### src/rtl/i2cm_pkg.sv
package i2cm_pkg;

    typedef enum logic [2:0] {
        PH_IDLE,
        PH_START,
        PH_ADDR,
        PH_AACK,
        PH_DATA,
        PH_DACK,
        PH_STOP
    } phase_e;

    localparam int REG_AW = 3;

    localparam logic [REG_AW-1:0] RA_TARGET = 3'd0;
    localparam logic [REG_AW-1:0] RA_WD0    = 3'd1;
    localparam logic [REG_AW-1:0] RA_WD1    = 3'd2;
    localparam logic [REG_AW-1:0] RA_RD0    = 3'd3;
    localparam logic [REG_AW-1:0] RA_RD1    = 3'd4;
    localparam logic [REG_AW-1:0] RA_CTRL   = 3'd5;

    localparam int CB_LEN = 0;
    localparam int CB_GO  = 1;
    localparam int CB_ERR = 2;

    // Transfer request from the register file to the sequencer
    typedef struct packed {
        logic       start;
        logic       two;
        logic [7:0] target;
        logic [7:0] wd0;
        logic [7:0] wd1;
    } job_t;

    // Single-cycle events from the sequencer back to the register file
    typedef struct packed {
        logic       done;
        logic       ack_err;
        logic       rx_valid;
        logic       rx_idx;
        logic [7:0] rx_byte;
    } evt_t;

    // Phases in which SCL toggles as a data/ack clock cell or a STOP cell
    function automatic logic clocked_phase(phase_e p);
        return (p == PH_ADDR) || (p == PH_AACK) || (p == PH_DATA) ||
               (p == PH_DACK) || (p == PH_STOP);
    endfunction

endpackage

### src/rtl/i2cm_qtick.sv
module i2cm_qtick #(
    parameter int QTR_CYCLES = 125
) (
    input  logic clk,
    input  logic rst,
    input  logic run,
    output logic tick
);
    localparam int CW = (QTR_CYCLES > 2) ? $clog2(QTR_CYCLES) : 1;
    localparam logic [CW-1:0] LAST = CW'(QTR_CYCLES - 1);

    logic [CW-1:0] cnt;

    always_ff @(posedge clk) begin
        if (rst || !run) begin
            cnt <= '0;
        end else if (cnt == LAST) begin
            cnt <= '0;
        end else begin
            cnt <= cnt + 1'b1;
        end
    end

    assign tick = run && (cnt == LAST);

endmodule

### src/rtl/i2cm_regs.sv
module i2cm_regs
    import i2cm_pkg::*;
(
    input  logic              clk,
    input  logic              rst,
    input  logic              reg_wr,
    input  logic [REG_AW-1:0] reg_addr,
    input  logic [7:0]        reg_wdata,
    output logic [7:0]        reg_rdata,
    input  evt_t              evt,
    output job_t              job,
    output logic              busy,
    output logic              err
);
    logic [7:0] target_q, wd0_q, wd1_q, rd0_q, rd1_q;
    logic       len_q, go_q, err_q;
    logic       wr_ok, launch;

    assign wr_ok  = reg_wr && !go_q;
    assign launch = wr_ok && (reg_addr == RA_CTRL) && reg_wdata[CB_GO];

    always_ff @(posedge clk) begin
        if (rst) begin
            target_q <= '0;
            wd0_q    <= '0;
            wd1_q    <= '0;
            rd0_q    <= '0;
            rd1_q    <= '0;
            len_q    <= 1'b0;
            go_q     <= 1'b0;
            err_q    <= 1'b0;
        end else begin
            if (wr_ok) begin
                unique case (reg_addr)
                    RA_TARGET: target_q <= reg_wdata;
                    RA_WD0:    wd0_q    <= reg_wdata;
                    RA_WD1:    wd1_q    <= reg_wdata;
                    RA_CTRL:   len_q    <= reg_wdata[CB_LEN];
                    default:   ;
                endcase
            end
            if (launch) begin
                go_q  <= 1'b1;
                err_q <= 1'b0;
            end
            if (evt.done)    go_q  <= 1'b0;
            if (evt.ack_err) err_q <= 1'b1;
            if (evt.rx_valid) begin
                if (evt.rx_idx) rd1_q <= evt.rx_byte;
                else            rd0_q <= evt.rx_byte;
            end
        end
    end

    always_comb begin
        unique case (reg_addr)
            RA_TARGET: reg_rdata = target_q;
            RA_WD0:    reg_rdata = wd0_q;
            RA_WD1:    reg_rdata = wd1_q;
            RA_RD0:    reg_rdata = rd0_q;
            RA_RD1:    reg_rdata = rd1_q;
            RA_CTRL:   reg_rdata = {5'b0, err_q, go_q, len_q};
            default:   reg_rdata = 8'h00;
        endcase
    end

    assign job.start  = launch;
    assign job.two    = len_q;
    assign job.target = target_q;
    assign job.wd0    = wd0_q;
    assign job.wd1    = wd1_q;
    assign busy       = go_q;
    assign err        = err_q;

endmodule

### src/rtl/i2cm_seq.sv
module i2cm_seq
    import i2cm_pkg::*;
(
    input  logic   clk,
    input  logic   rst,
    input  logic   tick,
    input  job_t   job,
    input  logic   sda_in,
    output phase_e phase,
    output logic   scl_oe,
    output logic   sda_oe,
    output evt_t   evt
);
    phase_e     ph_q;
    logic [1:0] q_q;
    logic [2:0] bit_q;
    logic       bidx_q;
    logic       sda_lo_q;
    logic       nack_q;
    logic [7:0] sh_q;
    evt_t       evt_q;

    logic       rd_mode;
    logic       last_byte;
    logic [7:0] cur_wd;

    assign rd_mode   = job.target[0];
    assign last_byte = bidx_q || !job.two;
    assign cur_wd    = bidx_q ? job.wd1 : job.wd0;

    always_ff @(posedge clk) begin
        if (rst) begin
            ph_q     <= PH_IDLE;
            q_q      <= 2'd0;
            bit_q    <= 3'd7;
            bidx_q   <= 1'b0;
            sda_lo_q <= 1'b0;
            nack_q   <= 1'b0;
            sh_q     <= '0;
            evt_q    <= '0;
        end else begin
            evt_q <= '0;
            if (ph_q == PH_IDLE) begin
                if (job.start) begin
                    ph_q     <= PH_START;
                    q_q      <= 2'd0;
                    bidx_q   <= 1'b0;
                    sda_lo_q <= 1'b0;
                    nack_q   <= 1'b0;
                end
            end else if (tick) begin
                q_q <= q_q + 2'd1;
                unique case (q_q)
                    // entering quarter 1: SCL is low in every clocked cell
                    2'd0: begin
                        unique case (ph_q)
                            PH_ADDR: sda_lo_q <= ~job.target[bit_q];
                            PH_AACK: sda_lo_q <= 1'b0;
                            PH_DATA: sda_lo_q <= rd_mode ? 1'b0 : ~cur_wd[bit_q];
                            PH_DACK: sda_lo_q <= rd_mode ? !last_byte : 1'b0;
                            PH_STOP: sda_lo_q <= 1'b1;
                            default: ;
                        endcase
                    end
                    // entering quarter 2: SCL high; START edge on SDA
                    2'd1: begin
                        if (ph_q == PH_START) sda_lo_q <= 1'b1;
                    end
                    // middle of the SCL high phase: sample, or STOP edge
                    2'd2: begin
                        unique case (ph_q)
                            PH_DATA: sh_q <= {sh_q[6:0], sda_in};
                            PH_AACK: nack_q <= sda_in;
                            PH_DACK: if (!rd_mode) nack_q <= sda_in;
                            PH_STOP: sda_lo_q <= 1'b0;
                            default: ;
                        endcase
                    end
                    // end of cell: advance
                    default: begin
                        unique case (ph_q)
                            PH_START: begin
                                ph_q  <= PH_ADDR;
                                bit_q <= 3'd7;
                            end
                            PH_ADDR: begin
                                if (bit_q == 3'd0) ph_q  <= PH_AACK;
                                else               bit_q <= bit_q - 3'd1;
                            end
                            PH_AACK: begin
                                if (nack_q) begin
                                    ph_q          <= PH_STOP;
                                    evt_q.ack_err <= 1'b1;
                                end else begin
                                    ph_q  <= PH_DATA;
                                    bit_q <= 3'd7;
                                end
                            end
                            PH_DATA: begin
                                if (bit_q == 3'd0) ph_q  <= PH_DACK;
                                else               bit_q <= bit_q - 3'd1;
                            end
                            PH_DACK: begin
                                if (rd_mode) begin
                                    evt_q.rx_valid <= 1'b1;
                                    evt_q.rx_idx   <= bidx_q;
                                    evt_q.rx_byte  <= sh_q;
                                end
                                if (!rd_mode && nack_q) begin
                                    ph_q          <= PH_STOP;
                                    evt_q.ack_err <= 1'b1;
                                end else if (last_byte) begin
                                    ph_q <= PH_STOP;
                                end else begin
                                    ph_q   <= PH_DATA;
                                    bidx_q <= 1'b1;
                                    bit_q  <= 3'd7;
                                end
                            end
                            PH_STOP: begin
                                ph_q       <= PH_IDLE;
                                evt_q.done <= 1'b1;
                            end
                            default: ph_q <= PH_IDLE;
                        endcase
                    end
                endcase
            end
        end
    end

    assign phase  = ph_q;
    assign scl_oe = clocked_phase(ph_q) && !q_q[1];
    assign sda_oe = sda_lo_q;
    assign evt    = evt_q;

endmodule

### src/rtl/i2cm_top.sv
module i2cm_top
    import i2cm_pkg::*;
#(
    parameter int QTR_CYCLES = 125
) (
    input  logic       clk,
    input  logic       rst,
    input  logic       reg_wr,
    input  logic [2:0] reg_addr,
    input  logic [7:0] reg_wdata,
    output logic [7:0] reg_rdata,
    output logic       scl_oe,
    input  logic       sda_in,
    output logic       sda_oe
);
    job_t   job;
    evt_t   evt;
    phase_e phase;
    logic   busy;
    logic   err;
    logic   tick;

    i2cm_regs regs_i (
        .clk       (clk),
        .rst       (rst),
        .reg_wr    (reg_wr),
        .reg_addr  (reg_addr),
        .reg_wdata (reg_wdata),
        .reg_rdata (reg_rdata),
        .evt       (evt),
        .job       (job),
        .busy      (busy),
        .err       (err)
    );

    i2cm_qtick #(.QTR_CYCLES(QTR_CYCLES)) qtick_i (
        .clk  (clk),
        .rst  (rst),
        .run  (phase != PH_IDLE),
        .tick (tick)
    );

    i2cm_seq seq_i (
        .clk    (clk),
        .rst    (rst),
        .tick   (tick),
        .job    (job),
        .sda_in (sda_in),
        .phase  (phase),
        .scl_oe (scl_oe),
        .sda_oe (sda_oe),
        .evt    (evt)
    );

endmodule

### config.mk
export PLATFORM = sky130hd
export DESIGN_NAME = i2cm_top
export DESIGN_NICKNAME = d
export VERILOG_FILES = /design/src/rtl/i2cm_pkg.sv /design/src/rtl/i2cm_qtick.sv /design/src/rtl/i2cm_regs.sv /design/src/rtl/i2cm_seq.sv /design/src/rtl/i2cm_top.sv
export SDC_FILE = /design/constraint.sdc
export NUM_CORES = 1
export LEC_CHECK = 0
export ABC_CLOCK_PERIOD_IN_PS = 2000
export BUFFER_PORTS_ARGS = -buffer_cell sky130_fd_sc_hd__buf_2
export CAP_MARGIN = 30
export CELL_PAD_IN_SITES_DETAIL_PLACEMENT = 2
export CELL_PAD_IN_SITES_GLOBAL_PLACEMENT = 2
export CORE_MARGIN = 4
export CORE_UTILIZATION = 38
export CTS_CLUSTER_DIAMETER = 80
export DETAILED_ROUTE_END_ITERATION = 6
export GPL_ROUTABILITY_DRIVEN = 0
export PLACE_DENSITY = 0.78
export SLEW_MARGIN = 20
export SYNTH_ARGS = -nofsm -noshare
export SYNTH_HDL_FRONTEND = slang
export SYNTH_SLANG_ARGS = --single-unit
### constraint.sdc
create_clock -name clk -period 2 [get_ports clk]
set_input_delay 0.4 -clock clk [delete_from_list [all_inputs] [get_ports clk]]
set_output_delay 0.4 -clock clk [all_outputs]
set_load 0.01 [all_outputs]
==> out/qor.txt <==
Initial Util: 39.7%
Largest net degree at the start of global routing: 29
CP cell instances: mux4_2, inv_1, o21ai_0, buf_2
Register area share after synthesis: 41.2%
CTS tree: yes
Worst Hold Class: input pin to flip-flop
Register bit total from synthesis: 81
Via count: 3,360
WL final: 12,100 um
Status: completed
Initial antenna violation count: 0
CP Class: flip-flop to output port
Crit path max fanout: 8
RSZ-0062 raised after global routing: false
CP endpoint: reg_rdata[0]
Via count of the first global-routing pass: 3,620
Final net count: 500
Commonest non-fill, non-tap cell in the layout: dfxtp_1
Final Hold Fails: 0
Hpwl dp: 9020 um
Post-synthesis cell type count: 49
Buf/Inv on CP: 2
Worst hold slack: 0.292 ns
Required time worst endpoint: 1.60 ns
Total CTS buffers: 9
Worst slew pin tran: 0.496 ns
Synthesized instance count: 444
EDFF count, synth: 0
Skew-Pair Late Insertion Delay: 0.38 ns
Placed cell area: 0.00430 mm2
P per Cell Area: 699 mW/mm2
Post-Syn Area: 0.00394 mm2
Period utilization: 96.9%
Bufs on Longest Clock Path: 2
Die H: 110 um
Crit Reg-Reg Endpoint: seq_i.sda_oe$_SDFFE_PP0P_
Core ar.: 0.00991 mm2
Reg2Reg Depth: 8
Final global-route overflow total: 0
# clock sinks: 81
CP endpoint kind: output port
Slew margin rel.: 66.6%
First DRT Iteration DRCs: 142
Die width: 110 um
# DRC: 0
Period minus WS final: 1.94 ns
Mapped Nets: 467
Area delta synth->final: 15.4%
Ys flop type: dfxtp_1
Non-Filler Cell Area, Final: 0.00454 mm2
Ports: 25
First-pass GRT wire length: 19,700 um
Clock Skews: 0.0121 ns
Drt wl/cell: 19.6 um
Startpoint Class: flip-flop
Largest stage delay on the critical path: 0.46 ns
DR vias/cell: 5.46
Leakage: 1.83 nW
Final setup TNS: 0 ns
Root Buffer: clkbuf_8
Synth Warn #: 0
Synthesized area per cell: 8.86 um2
Tot GR Track Use: 21.6%
Final ANT Viol Nets: 0
Max VDD drop: 0.000380 V
Ratio of cells with drive above 1 in the final layout: 18.9%
H-tree depth: 3
Async S/R FF share, synth: 0%
Finish-stage setup viols: 0
Commonest cells after routing, fill and taps aside: dfxtp_1 (76), nor2_1 (61), mux2i_1 (45), nand2_1 (36), a21oi_1 (30)
Crit path arrival time: 1.54 ns
Max-slew violation count: 0
Worst-path clk slew: 0.10 ns
ANT cells: 0
Critical Path Stages: 4
Port bufs: 24
Worst setup path startpoint: regs_i.target_q[0]$_SDFFE_PP0P_
DRT Pass-1 Iters: 4
Reg2Reg Launch Point: seq_i.q_q[0]$_SDFFE_PP0P_
R2r setup slk: 0.20 ns
Top delay family on crit path: multiplexers
Site Rows: 36
Max-cap violations: 0
Fmax: 0.516 GHz
Die Area: 0.0120 mm2
Crit path max-delay cell type: mux4_2
## state kept, by name (all words and copies together), names as in the netlist, 7 cells and up
signal and count:
seq_i.sh_q 8, regs_i.wd0_q 8, regs_i.rd1_q 8, regs_i.wd1_q 8
qtick_i.cnt 7, seq_i.evt 12, regs_i.target_q 8, regs_i.rd0_q 8
## synth_stat cells, types with 3 or more instances
cell,n,area [um2]
xor2_1,4,35.0
nor3_1,9,45.0
o21ai_0,13,65.1
a211oi_1,3,22.5
nand4b_1,3,26.3
nand2_1,36,135
a21oi_1,30,150
clkbuf_1,14,52.6
inv_1,15,56.3
nor2b_1,8,50.1
mux4_2,9,203
ha_1,8,100
o22ai_1,3,18.8
and2_1,11,68.8
nand3b_1,3,22.5
buf_2,11,55.1
mux2i_1,45,450
and3_1,4,25.0
nor2_1,61,229
dfxtp_1,81,1620
nor3b_1,4,30.0
nand3_1,28,140
o21bai_1,4,30.0
nand2b_1,6,37.5
## power by group
group	internal (mW)	switching (mW)
combinational	0.0966	0.139
sequential	1.63	0.0197
clock	0.599	0.695
## per-layer routing
layer	up-vias	global-route usage (%)	wire length, um	share of wire (%)
met5	-	0	0	0
li1	1604	-	-	-
met4	0	5.34	170	1.4
met2	47	37.3	6010	50
met3	18	4.93	402	3.3
met1	1691	27.3	5470	45
## what timing repair did
| action | CTS | global route |
|---|---|---|
| endpoints found under the setup margin | 2 | 4 |
| pin swaps | 0 | 0 |
| setup buffers | 0 | 1 |
| hold buffers | 0 | 0 |
| resized for setup | 4 | 4 |
## worst min-delay path: cells and delay by family
family / cells / cell delay, ns
simple gates: 1 / 0.07
mux: 1 / 0.06
buf+inv: 1 / 0.10
## metrics by stage
step           instances  utilization [%]  setup WS, ns  power (mW)
2_1_floorplan        444                -         0.142        1.81
6_report             615             45.8        0.0625        3.18
3_3_place_gp         598             43.4         0.121        1.90
4_1_cts              614             45.5       0.00391        3.20
3_5_place_dp         598             43.4        0.0896        1.91
5_1_grt              615             45.8       0.00717        3.32
## cell type report
| cell class | count | area (um2) |
|---|---|---|
| multi-input combinational | 320 | 2140 |
| clock buffer | 9 | 124 |
| sequential | 81 | 1630 |
| fill | 1103 | 5370 |
| timing repair buffer | 50 | 340 |
| tap | 133 | 166 |
| inverter | 15 | 56.3 |
| clock inverter | 7 | 81.3 |
## how the worst min path moves through the flow
stage                                  start                      endpoint  slack, ns  cells past startpoint
floorplan           seq_i.evt[11]$_SDFF_PP0_      regs_i.busy$_SDFFE_PP0P_       0.38                      1
global placement    seq_i.evt[11]$_SDFF_PP0_      regs_i.busy$_SDFFE_PP0P_       0.39                      1
detailed placement  seq_i.evt[11]$_SDFF_PP0_      regs_i.busy$_SDFFE_PP0P_       0.39                      1
CTS                             reg_wdata[3]  regs_i.wd0_q[3]$_SDFFE_PP0P_       0.28                      3
global route                    reg_wdata[6]  regs_i.wd1_q[6]$_SDFFE_PP0P_       0.29                      3
finish                          reg_wdata[3]  regs_i.wd0_q[3]$_SDFFE_PP0P_       0.29                      3
## logic make-up (layout without fill, tap and decap cells)
family	after synthesis	count (layout)	share of synthesized area, %
mux	55	55	16.9
simple gates	189	189	24.4
xor+xnor	5	5	1.11
compound gates	63	63	9.28
fa+ha+maj	8	8	2.54
flops	81	81	41.2
buf+inv	43	81	4.58
(Power assumes the default switching activity.)
